--- config.mk ---
export PLATFORM = sky130hd
export DESIGN_NAME = snoopq_top
export DESIGN_NICKNAME = d
export VERILOG_FILES = /design/src/rtl/snoopq_pkg.sv /design/src/rtl/snoopq_edge.sv /design/src/rtl/snoopq_ring.sv /design/src/rtl/snoopq_wb.sv /design/src/rtl/snoopq_top.sv
export SDC_FILE = /design/constraint.sdc
export NUM_CORES = 2
export LEC_CHECK = 0
export ABC_AREA = 0
export ABC_CLOCK_PERIOD_IN_PS = 3950
export BUFFER_PORTS_ARGS = -buffer_cell sky130_fd_sc_hd__buf_2
export CORE_ASPECT_RATIO = 0.8
export CORE_MARGIN = 3
export CORE_UTILIZATION = 55
export CTS_BUF_LIST = sky130_fd_sc_hd__clkbuf_16
export DETAILED_ROUTE_END_ITERATION = 8
export PLACE_DENSITY = 0.77
export SLEW_MARGIN = 0
export SYNTH_ARGS = -nofsm -noshare
export SYNTH_HDL_FRONTEND = slang
export SYNTH_HIERARCHICAL = 1
export SYNTH_SLANG_ARGS = --single-unit
--- constraint.sdc ---
create_clock -name clk -period 3.95 [get_ports clk]
set_input_delay 0.79 -clock clk [delete_from_list [all_inputs] [get_ports clk]]
set_output_delay 0.79 -clock clk [all_outputs]
set_load 0.01 [all_outputs]
--- src/rtl/snoopq_pkg.sv ---
package snoopq_pkg;
  typedef enum logic [2:0] {
    WB_IDLE,
    WB_REQ,
    WB_RD,
    WB_WR,
    WB_REL
  } wb_state_e;
endpackage

--- src/rtl/snoopq_edge.sv ---
module snoopq_edge #(
  parameter int DATA_W = 8,
  parameter int STAGES = 2
) (
  input  logic              clk,
  input  logic              rst,
  input  logic              cs_n,
  input  logic [DATA_W-1:0] data,
  output logic              cap_evt,
  output logic [DATA_W-1:0] cap_data
);
  logic [STAGES:0]   sh_q;
  logic [DATA_W-1:0] data_q;

  always_ff @(posedge clk) begin
    if (rst) sh_q <= '1;
    else     sh_q <= {sh_q[STAGES-1:0], cs_n};
  end

  always_ff @(posedge clk) data_q <= data;

  assign cap_evt  = sh_q[STAGES-1] & ~sh_q[STAGES];
  assign cap_data = data_q;
endmodule

--- src/rtl/snoopq_ring.sv ---
module snoopq_ring #(
  parameter int DATA_W = 8,
  parameter int IDX_W  = 8
) (
  input  logic              clk,
  input  logic              rst,
  input  logic              wr_en,
  input  logic [DATA_W-1:0] wr_data,
  input  logic              pop_req,
  output logic              pop_ack,
  output logic              pop_valid,
  output logic [DATA_W-1:0] pop_data,
  output logic              pop_ok,
  output logic [IDX_W-1:0]  rd_idx,
  output logic [IDX_W-1:0]  wr_idx
);
  localparam int DEPTH = 1 << IDX_W;

  logic [DATA_W-1:0] mem [DEPTH];
  logic [IDX_W-1:0]  wr_q, rd_q;
  logic              fire;

  assign fire = pop_req && (rd_q != wr_q);

  always_ff @(posedge clk) begin
    if (wr_en) mem[wr_q] <= wr_data;
  end

  always_ff @(posedge clk) begin
    if (fire) pop_data <= mem[rd_q];
  end

  always_ff @(posedge clk) begin
    if (rst) begin
      wr_q      <= '0;
      rd_q      <= '0;
      pop_ack   <= 1'b0;
      pop_valid <= 1'b0;
    end else begin
      if (wr_en) wr_q <= wr_q + 1'b1;
      if (fire)  rd_q <= rd_q + 1'b1;
      pop_ack   <= pop_req;
      pop_valid <= fire;
    end
  end

  assign pop_ok = fire;
  assign rd_idx = rd_q;
  assign wr_idx = wr_q;
endmodule

--- src/rtl/snoopq_wb.sv ---
module snoopq_wb
  import snoopq_pkg::*;
#(
  parameter int DATA_W = 8,
  parameter int IDX_W  = 8,
  parameter int ADDR_W = 16
) (
  input  logic              clk,
  input  logic              rst,
  input  logic              pop_ok,
  input  logic [IDX_W-1:0]  rd_idx,
  input  logic              cfg_init,
  input  logic [ADDR_W-1:0] cfg_base,
  output logic              bm_req,
  input  logic              bm_gnt,
  output logic              bm_stb,
  output logic              bm_we,
  output logic [ADDR_W-1:0] bm_addr,
  output logic [DATA_W-1:0] bm_wdata,
  input  logic [DATA_W-1:0] bm_rdata,
  input  logic              bm_ack,
  output logic [ADDR_W-1:0] base
);
  localparam logic [ADDR_W-1:0] OUT_OFS = ADDR_W'(1);
  localparam logic [ADDR_W-1:0] IN_OFS  = ADDR_W'(2);

  wb_state_e         st_q;
  logic              wb_pend, init_pend, op_init;
  logic [ADDR_W-1:0] init_base, cur_base;

  always_ff @(posedge clk) begin
    if (rst) begin
      st_q      <= WB_IDLE;
      wb_pend   <= 1'b0;
      init_pend <= 1'b0;
      op_init   <= 1'b0;
      init_base <= '0;
      cur_base  <= '0;
      base      <= '0;
      bm_req    <= 1'b0;
      bm_stb    <= 1'b0;
      bm_we     <= 1'b0;
      bm_addr   <= '0;
      bm_wdata  <= '0;
    end else begin
      case (st_q)
        WB_IDLE: begin
          if (init_pend) begin
            init_pend <= 1'b0;
            op_init   <= 1'b1;
            cur_base  <= init_base;
            bm_req    <= 1'b1;
            st_q      <= WB_REQ;
          end else if (wb_pend) begin
            wb_pend <= 1'b0;
            if (base != '0) begin
              op_init  <= 1'b0;
              cur_base <= base;
              bm_req   <= 1'b1;
              st_q     <= WB_REQ;
            end
          end
        end
        WB_REQ: begin
          if (bm_gnt) begin
            bm_stb <= 1'b1;
            if (op_init) begin
              bm_we   <= 1'b0;
              bm_addr <= cur_base - IN_OFS;
              st_q    <= WB_RD;
            end else begin
              bm_we    <= 1'b1;
              bm_addr  <= cur_base - OUT_OFS;
              bm_wdata <= DATA_W'(rd_idx);
              st_q     <= WB_WR;
            end
          end
        end
        WB_RD: begin
          if (bm_ack) begin
            bm_we    <= 1'b1;
            bm_addr  <= cur_base - OUT_OFS;
            bm_wdata <= bm_rdata;
            st_q     <= WB_WR;
          end
        end
        WB_WR: begin
          if (bm_ack) begin
            bm_stb <= 1'b0;
            bm_we  <= 1'b0;
            bm_req <= 1'b0;
            if (op_init) base <= cur_base;
            st_q   <= WB_REL;
          end
        end
        WB_REL: begin
          if (!bm_gnt) st_q <= WB_IDLE;
        end
        default: st_q <= WB_IDLE;
      endcase
      if (pop_ok) wb_pend <= 1'b1;
      if (cfg_init) begin
        init_pend <= 1'b1;
        init_base <= cfg_base;
      end
    end
  end
endmodule

--- src/rtl/snoopq_top.sv ---
module snoopq_top #(
  parameter int DATA_W      = 8,
  parameter int IDX_W       = 8,
  parameter int ADDR_W      = 16,
  parameter int SYNC_STAGES = 2
) (
  input  logic              clk,
  input  logic              rst,
  input  logic              snoop_cs_n,
  input  logic [DATA_W-1:0] snoop_data,
  input  logic              pop_req,
  output logic              pop_ack,
  output logic              pop_valid,
  output logic [DATA_W-1:0] pop_data,
  input  logic              cfg_init,
  input  logic [ADDR_W-1:0] cfg_base,
  output logic              bm_req,
  input  logic              bm_gnt,
  output logic              bm_stb,
  output logic              bm_we,
  output logic [ADDR_W-1:0] bm_addr,
  output logic [DATA_W-1:0] bm_wdata,
  input  logic [DATA_W-1:0] bm_rdata,
  input  logic              bm_ack
);
  logic              cap_evt;
  logic [DATA_W-1:0] cap_data;
  logic              pop_ok;
  logic [IDX_W-1:0]  rd_idx, wr_idx;
  logic [ADDR_W-1:0] base;

  snoopq_edge #(.DATA_W(DATA_W), .STAGES(SYNC_STAGES)) u_edge (
    .clk(clk), .rst(rst), .cs_n(snoop_cs_n), .data(snoop_data),
    .cap_evt(cap_evt), .cap_data(cap_data)
  );

  snoopq_ring #(.DATA_W(DATA_W), .IDX_W(IDX_W)) u_ring (
    .clk(clk), .rst(rst), .wr_en(cap_evt), .wr_data(cap_data),
    .pop_req(pop_req), .pop_ack(pop_ack), .pop_valid(pop_valid),
    .pop_data(pop_data), .pop_ok(pop_ok), .rd_idx(rd_idx), .wr_idx(wr_idx)
  );

  snoopq_wb #(.DATA_W(DATA_W), .IDX_W(IDX_W), .ADDR_W(ADDR_W)) u_wb (
    .clk(clk), .rst(rst), .pop_ok(pop_ok), .rd_idx(rd_idx),
    .cfg_init(cfg_init), .cfg_base(cfg_base),
    .bm_req(bm_req), .bm_gnt(bm_gnt), .bm_stb(bm_stb), .bm_we(bm_we),
    .bm_addr(bm_addr), .bm_wdata(bm_wdata), .bm_rdata(bm_rdata),
    .bm_ack(bm_ack), .base(base)
  );
endmodule

# [Yosys cells after proc, flatten, opt, wreduce, memory -nomap -nowiden]
# Memory sizes are Yosys's and may differ from the RTL's. A register that Yosys moved wholly into a read port is not among the register bits.
# Cells that the tools add are included.
[totals] ramBits=2048 output_inout_bits=37 reg_bits=110 elab_cells=99 memories=1 inputBits=39
[op_classes] bitwise=2 muxes=41 n_eq_ne=13 n_reduce_logical=20 n_addsub=4
[mem_list] memory="u_ring.mem" depth=256 word_bits=8 read_ports=1 rd_clocked_by_memory_dff=1 write_ports=1 line="snoopq_ring.sv:19" text="logic [DATA_W-1:0] mem [DEPTH];"
[ops] op="2-to-1 mux 16 bit" count=6
[ops] op="case mux 16 bit (2 select lines)" count=1
[ops] op="2-to-1 mux 8 bit" count=3
[ops] op="2-to-1 mux 3 bit" count=7
[ops] op="2-to-1 mux 1 bit" count=19
[ops] op="adder 8 x 1 -> 8 bit (second input constant)" count=2
[ops] op="case mux 8 bit (2 select lines)" count=1
[ops] op="nonzero test 16 bit" count=1
[ops] op="subtractor 16 x 1 -> 16 bit (second input constant)" count=1
[ops] op="subtractor 16 x 2 -> 16 bit (second input constant)" count=1
[ops] op="case mux 3 bit (5 select lines)" count=1
[ops] op="nonzero test 2 bit" count=7
[ops] op="inequality test 2 bit (second input constant)" count=6
[ops] op="AND reduction 3 bit" count=4
[ops] op="AND reduction 4 bit" count=3
[ops] op="inequality test 8 bit" count=1
[ops] op="== test 3 x 2 -> 1 bit (second input constant)" count=2
[ops] op="inequality test 3 x 1 -> 1 bit (second input constant)" count=2
[ops] op="AND reduction 6 bit" count=1
[ops] op="case mux 1 bit (2 select lines)" count=2
[ops] op="== test 3 x 1 -> 1 bit (second input constant)" count=1
[ops] op="== test 3 bit (second input constant)" count=1
[ops] op="zero test 3 bit" count=1
[ops] op="case mux 1 bit (3 select lines)" count=1
[ops] op="5 further kinds" count=5

# [Logic depth before layout (Yosys ltp)]
[depth] depth_word=5 depth_mapped=12 ltp_nobuf=7

# [Hierarchy]
# Netlist, hierarchy kept.
[by_module_without_submodules] mod="snoopq_ring" seq_area_each_um2=62099.6 n_inst=1 cells_each=3911 area_per_inst_um2=81196.6
[by_module_without_submodules] mod="snoopq_wb" seq_area_each_um2=1621.6 n_inst=1 cells_each=429 area_per_inst_um2=3609.7
[by_module_without_submodules] mod="snoopq_edge" seq_area_each_um2=220.2 n_inst=1 cells_each=15 area_per_inst_um2=245.2

# [Worst setup path before layout]
# OpenSTA, ideal clock, no wires.
[synth_path] path_kind="reg-to-reg" start="reg u_edge.data_q[0] (netlist: u_edge/cap_data[0])" end="mem u_ring.mem[0][0] (data pin)" path_buffers=0 setup_time_ns=0.852 stages_incl_launch_ff=1 period_less_slack_ns=4.234 t_required_ns=3.098 setup_slack_ns=-0.284 arrival_time_ns=3.382 cell_sequence="dfxtp_1"
[synth_lines] element="from (decl)" line="snoopq_edge.sv:13" text="logic [DATA_W-1:0] data_q;"
[synth_lines] element="from (signal assigned)" line="snoopq_edge.sv:20" text="always_ff @(posedge clk) data_q <= data;"
[synth_lines] element="to (decl)" line="snoopq_ring.sv:19"
# Straight into the memory's write port.

# [Final worst setup path]
[layout_path] start="reg u_ring.rd_q[1] (netlist: u_ring/rd_idx[1])" end="reg u_ring.pop_data[4] (read register of u_ring.mem) (data pin)"
[layout_via] elab_chain_len=2
[layout_lines] element="from (decl)" line="snoopq_ring.sv:20" text="logic [IDX_W-1:0] wr_q, rd_q;"
[layout_lines] element="from (signal assigned)" line="snoopq_ring.sv:41" text="if (fire) rd_q <= rd_q + 1'b1;"
[layout_lines] element="inequality test 8 bit" line="snoopq_ring.sv:23" text="assign fire = pop_req && (rd_q != wr_q);"
[layout_lines] element="logical AND 1 bit" line="snoopq_ring.sv:23"
[layout_lines] element="to (decl)" line="snoopq_ring.sv:12" text="output logic [DATA_W-1:0] pop_data,"
# Parallel ways exist; a longest one is shown, timed or not.
# A chain may end at the register's enable or synchronous reset.

==> metrics.cfg <==
[outcome]
status = completed

[place]
dp.final_hpwl_um = 147000
placed_cells = 6476
gp_congestion = 0.935
io_buffer_count = 75

[synthesis]
postSynth.asyncResetShare = 0
synth_area_um2 = 85100
synth_cell_types = 79
synth_warnings = 6
synth_seq_cells = 2166
yosysSeqAreaShare = 0.752
synth_top_area_share = 0.726
ys.flop_type = edfxtp_1
synthCells = 4355
yosysTopAreaCell = edfxtp_1
synth_edf_count = 2056
syn_nets = 4402
syn-mean-instance-area_um2 = 19.5
synth_area_leaders = edfxtp_1 (73%), mux4_2 (11%), mux2i_1 (3.1%), dfxtp_1 (2.6%), nor2_1 (1.6%)

[global_route]
antenna_found_initial = 7
grt-ovfl-total = 0
grt_pass1_vias = 46000
grt_max_degree = 123
track_usage = 0.294
grt_pass1_wl_um = 334000

[final_layout]
final_cell_mix = edfxtp_1 (2056), mux4_2 (411), nor2_1 (360)
drive_above_1_share = 0.232
nFillCells = 10100
syn2layout_area_growth_pct = 11.9
nets = 4704
instances_no_fill = 6840
final_common_cell = edfxtp_1

[power_and_ir_drop]
p_clk_frac = 0.404
pwr-share-seq = 0.554
pwr-share-comb = 0.043
fin_total_pwr_w = 0.0459
p_sw_w = 0.00964
vdd_ir_drop_max_v = 0.000467
p_leak_nw = 29.5
p_int_w = 0.0363
sw_frac_of_total = 0.210
pwr_density_cell_nw_per_um2 = 482

[cts]
clockBufferDepth = 3
ctsHoldBuffers = 0
worstSkewPairLatency_ns = 0.83
root_buffer = clkbuf_16
htreeDepth = 4
cts_sinks = 2166
cts_tree = built
clk_pin_slew_ns = 0.06
cts_made_buffers = 193

[timing]
clock.fmax_mhz = 259
fin_skew_ns = 0.0349
slew_viol_final = 0
rsz0062_at_grt = no
post-route-period-util = 0.978
max_slew_margin = 0.129
finalSetupViolCount = 0
finalCriticalPeriod_ns = 3.86
hold_viol = 0
worst_pin_slew_ns = 1.31

[die]
core_area_um2 = 153000
design.die.area_um2 = 159000
chipHeight_um = 358
io_pins = 76
num_rows = 128
initial_utilization = 0.556
die_w_um = 446

[drt]
ant_nets = 0
drc_errors = 0
drtIter0Drc = 7789
vias_per_cell = 6.87
vias = 47000
drtPass1Iterations = 6
routed_wl_um = 234000
wire_per_inst_um = 34.2

[worst_setup_path]
cp.required_ns = 4.49
reg2reg_from = u_ring/rd_idx[1]
end_kind = flop
ff2ff_path_depth = 9
cpPeakStageDelay_ns = 0.72
r2r_slack_ns = 0.09
worstSetupStartpointType = flop
path_cells = buf_4 > buf_4 > mux2i_1 > o221ai_1 > a211oi_1 > buf_4 > a211oi_1 > nor3_1 > o32ai_1
timing.rr.end = u_ring/pop_data[4]
path_class = flop to flop
cp_common_cell = buf_4
worstPathMaxFanout = 12
slowest_stage = nor3_1
arrival_ns = 4.41

[min_path]
hp-class = primary input to flop
holdPathStages = 1
whs_endpoint = u_edge/cap_data[4]
hp-start = snoop_data[4]

[flow_run]
maxCapViolCount = 0

-- kinds of logic (layout without fill, tap and decap cells) --
group	after synthesis	count (layout)	synth area share
flip-flops	2166	2166	0.752
AND/OR/NAND/NOR	659	659	0.0333
XOR/XNOR	31	31	0.00319
buffers and inverters	295	759	0.0230
multiplexers	701	701	0.146
AO/OA/AOI/OAI	495	495	0.0419
other	0	6	0
adder cells (fa/ha/maj)	8	8	0.00118
-- repair_timing --
action	in CTS	in global routing
pin swaps	0	0
setup buffers	0	1
endpoints found under the setup margin	1	2
resized for setup	1	1
-- critical path: cells and delay by family (launching register included) --
family          cells  cell delay [ns]
mux                 1             0.44
compound gates      4             0.99
buf+inv             3             0.86
simple gates        1             0.72
flops               1             0.55
-- layer usage --
metal,vias to the layer above,GRT usage,wire (µm)
li1,18400,-,-
met4,10,0.124,11300
met3,697,0.104,36900
met2,3930,0.426,103000
met5,-,0,64
met1,23900,0.410,82600
-- metrics by stage --
step	cell area [µm²]	worst slack [ns]	hold slack, ns	util	setup TNS [ns]
after floorplan	85100	1.47	0.385	-	0
after global placement	89000	-0.145	0.403	0.582	-0.145
after detailed placement	89000	-0.116	0.406	0.582	-0.116
after CTS	95200	0.0936	0.0247	0.622	0
after global routing	95200	0.111	0.0517	0.622	0
final	95200	0.0854	0.0780	0.622	0
-- worst max-delay path by stage --
stage / startpoint / endpoint / slack [ns] / cells after the start
2_1_floorplan: u_edge/cap_data[0] / u_ring/mem[0][0] / 1.47 / 0
5_1_grt: u_ring/rd_idx[0] / u_ring/pop_data[0] / 0.11 / 8
6_report: u_ring/rd_idx[1] / u_ring/pop_data[4] / 0.09 / 9
4_1_cts: u_ring/rd_idx[0] / u_ring/pop_data[1] / 0.09 / 7
3_5_place_dp: u_ring/rd_idx[0] / u_ring/pop_data[1] / -0.12 / 7
3_3_place_gp: u_ring/rd_idx[0] / u_ring/pop_data[1] / -0.15 / 7
-- synthesized netlist by cell type, types with 16 or more instances --
master / count
clkbuf_1: 102
nor3_1: 17
nor2_1: 363
a211oi_1: 57
edfxtp_1: 2056
mux2i_1: 264
a221oi_1: 44
nand3_1: 33
nor2b_1: 18
o21ai_0: 38
a22o_1: 16
a21oi_1: 115
o22ai_1: 24
buf_2: 74
dfxtp_1: 110
a22oi_1: 53
buf_4: 34
buf_6: 29
o221ai_1: 45
a31oi_1: 16
mux4_2: 411
xnor2_1: 25
nand2_1: 156
-- final cells by class --
cell class,count,area (µm²),area share
antenna,6,15.0,0.000158
clock buffer,195,4880,0.0513
clock inverter,162,1300,0.0136
inverter,17,65.1,0.000683
multi-input combinational,1894,19200,0.202
sequential,2166,64000,0.672
tap,2015,2520,0.0265
timing repair buffer,385,3220,0.0338
-- sequential cells by signal, summed over array words and instances (netlist names), 16 cells and up --
signal	count
u_ring/mem	2048
u_wb/base	16
u_wb/bm_addr	16
u_wb/cur_base	16
u_wb/init_base	16
-- power groups by stage --
stage                     sequential, W  combinational [W]  clock, W
after CTS                        0.0254            0.00193    0.0187
after detailed placement         0.0259            0.00192         0
after global placement           0.0259            0.00187         0
final                            0.0254            0.00195    0.0185
after global routing             0.0254            0.00209    0.0196
after floorplan                  0.0260            0.00124         0
(Power assumes the default switching activity.)
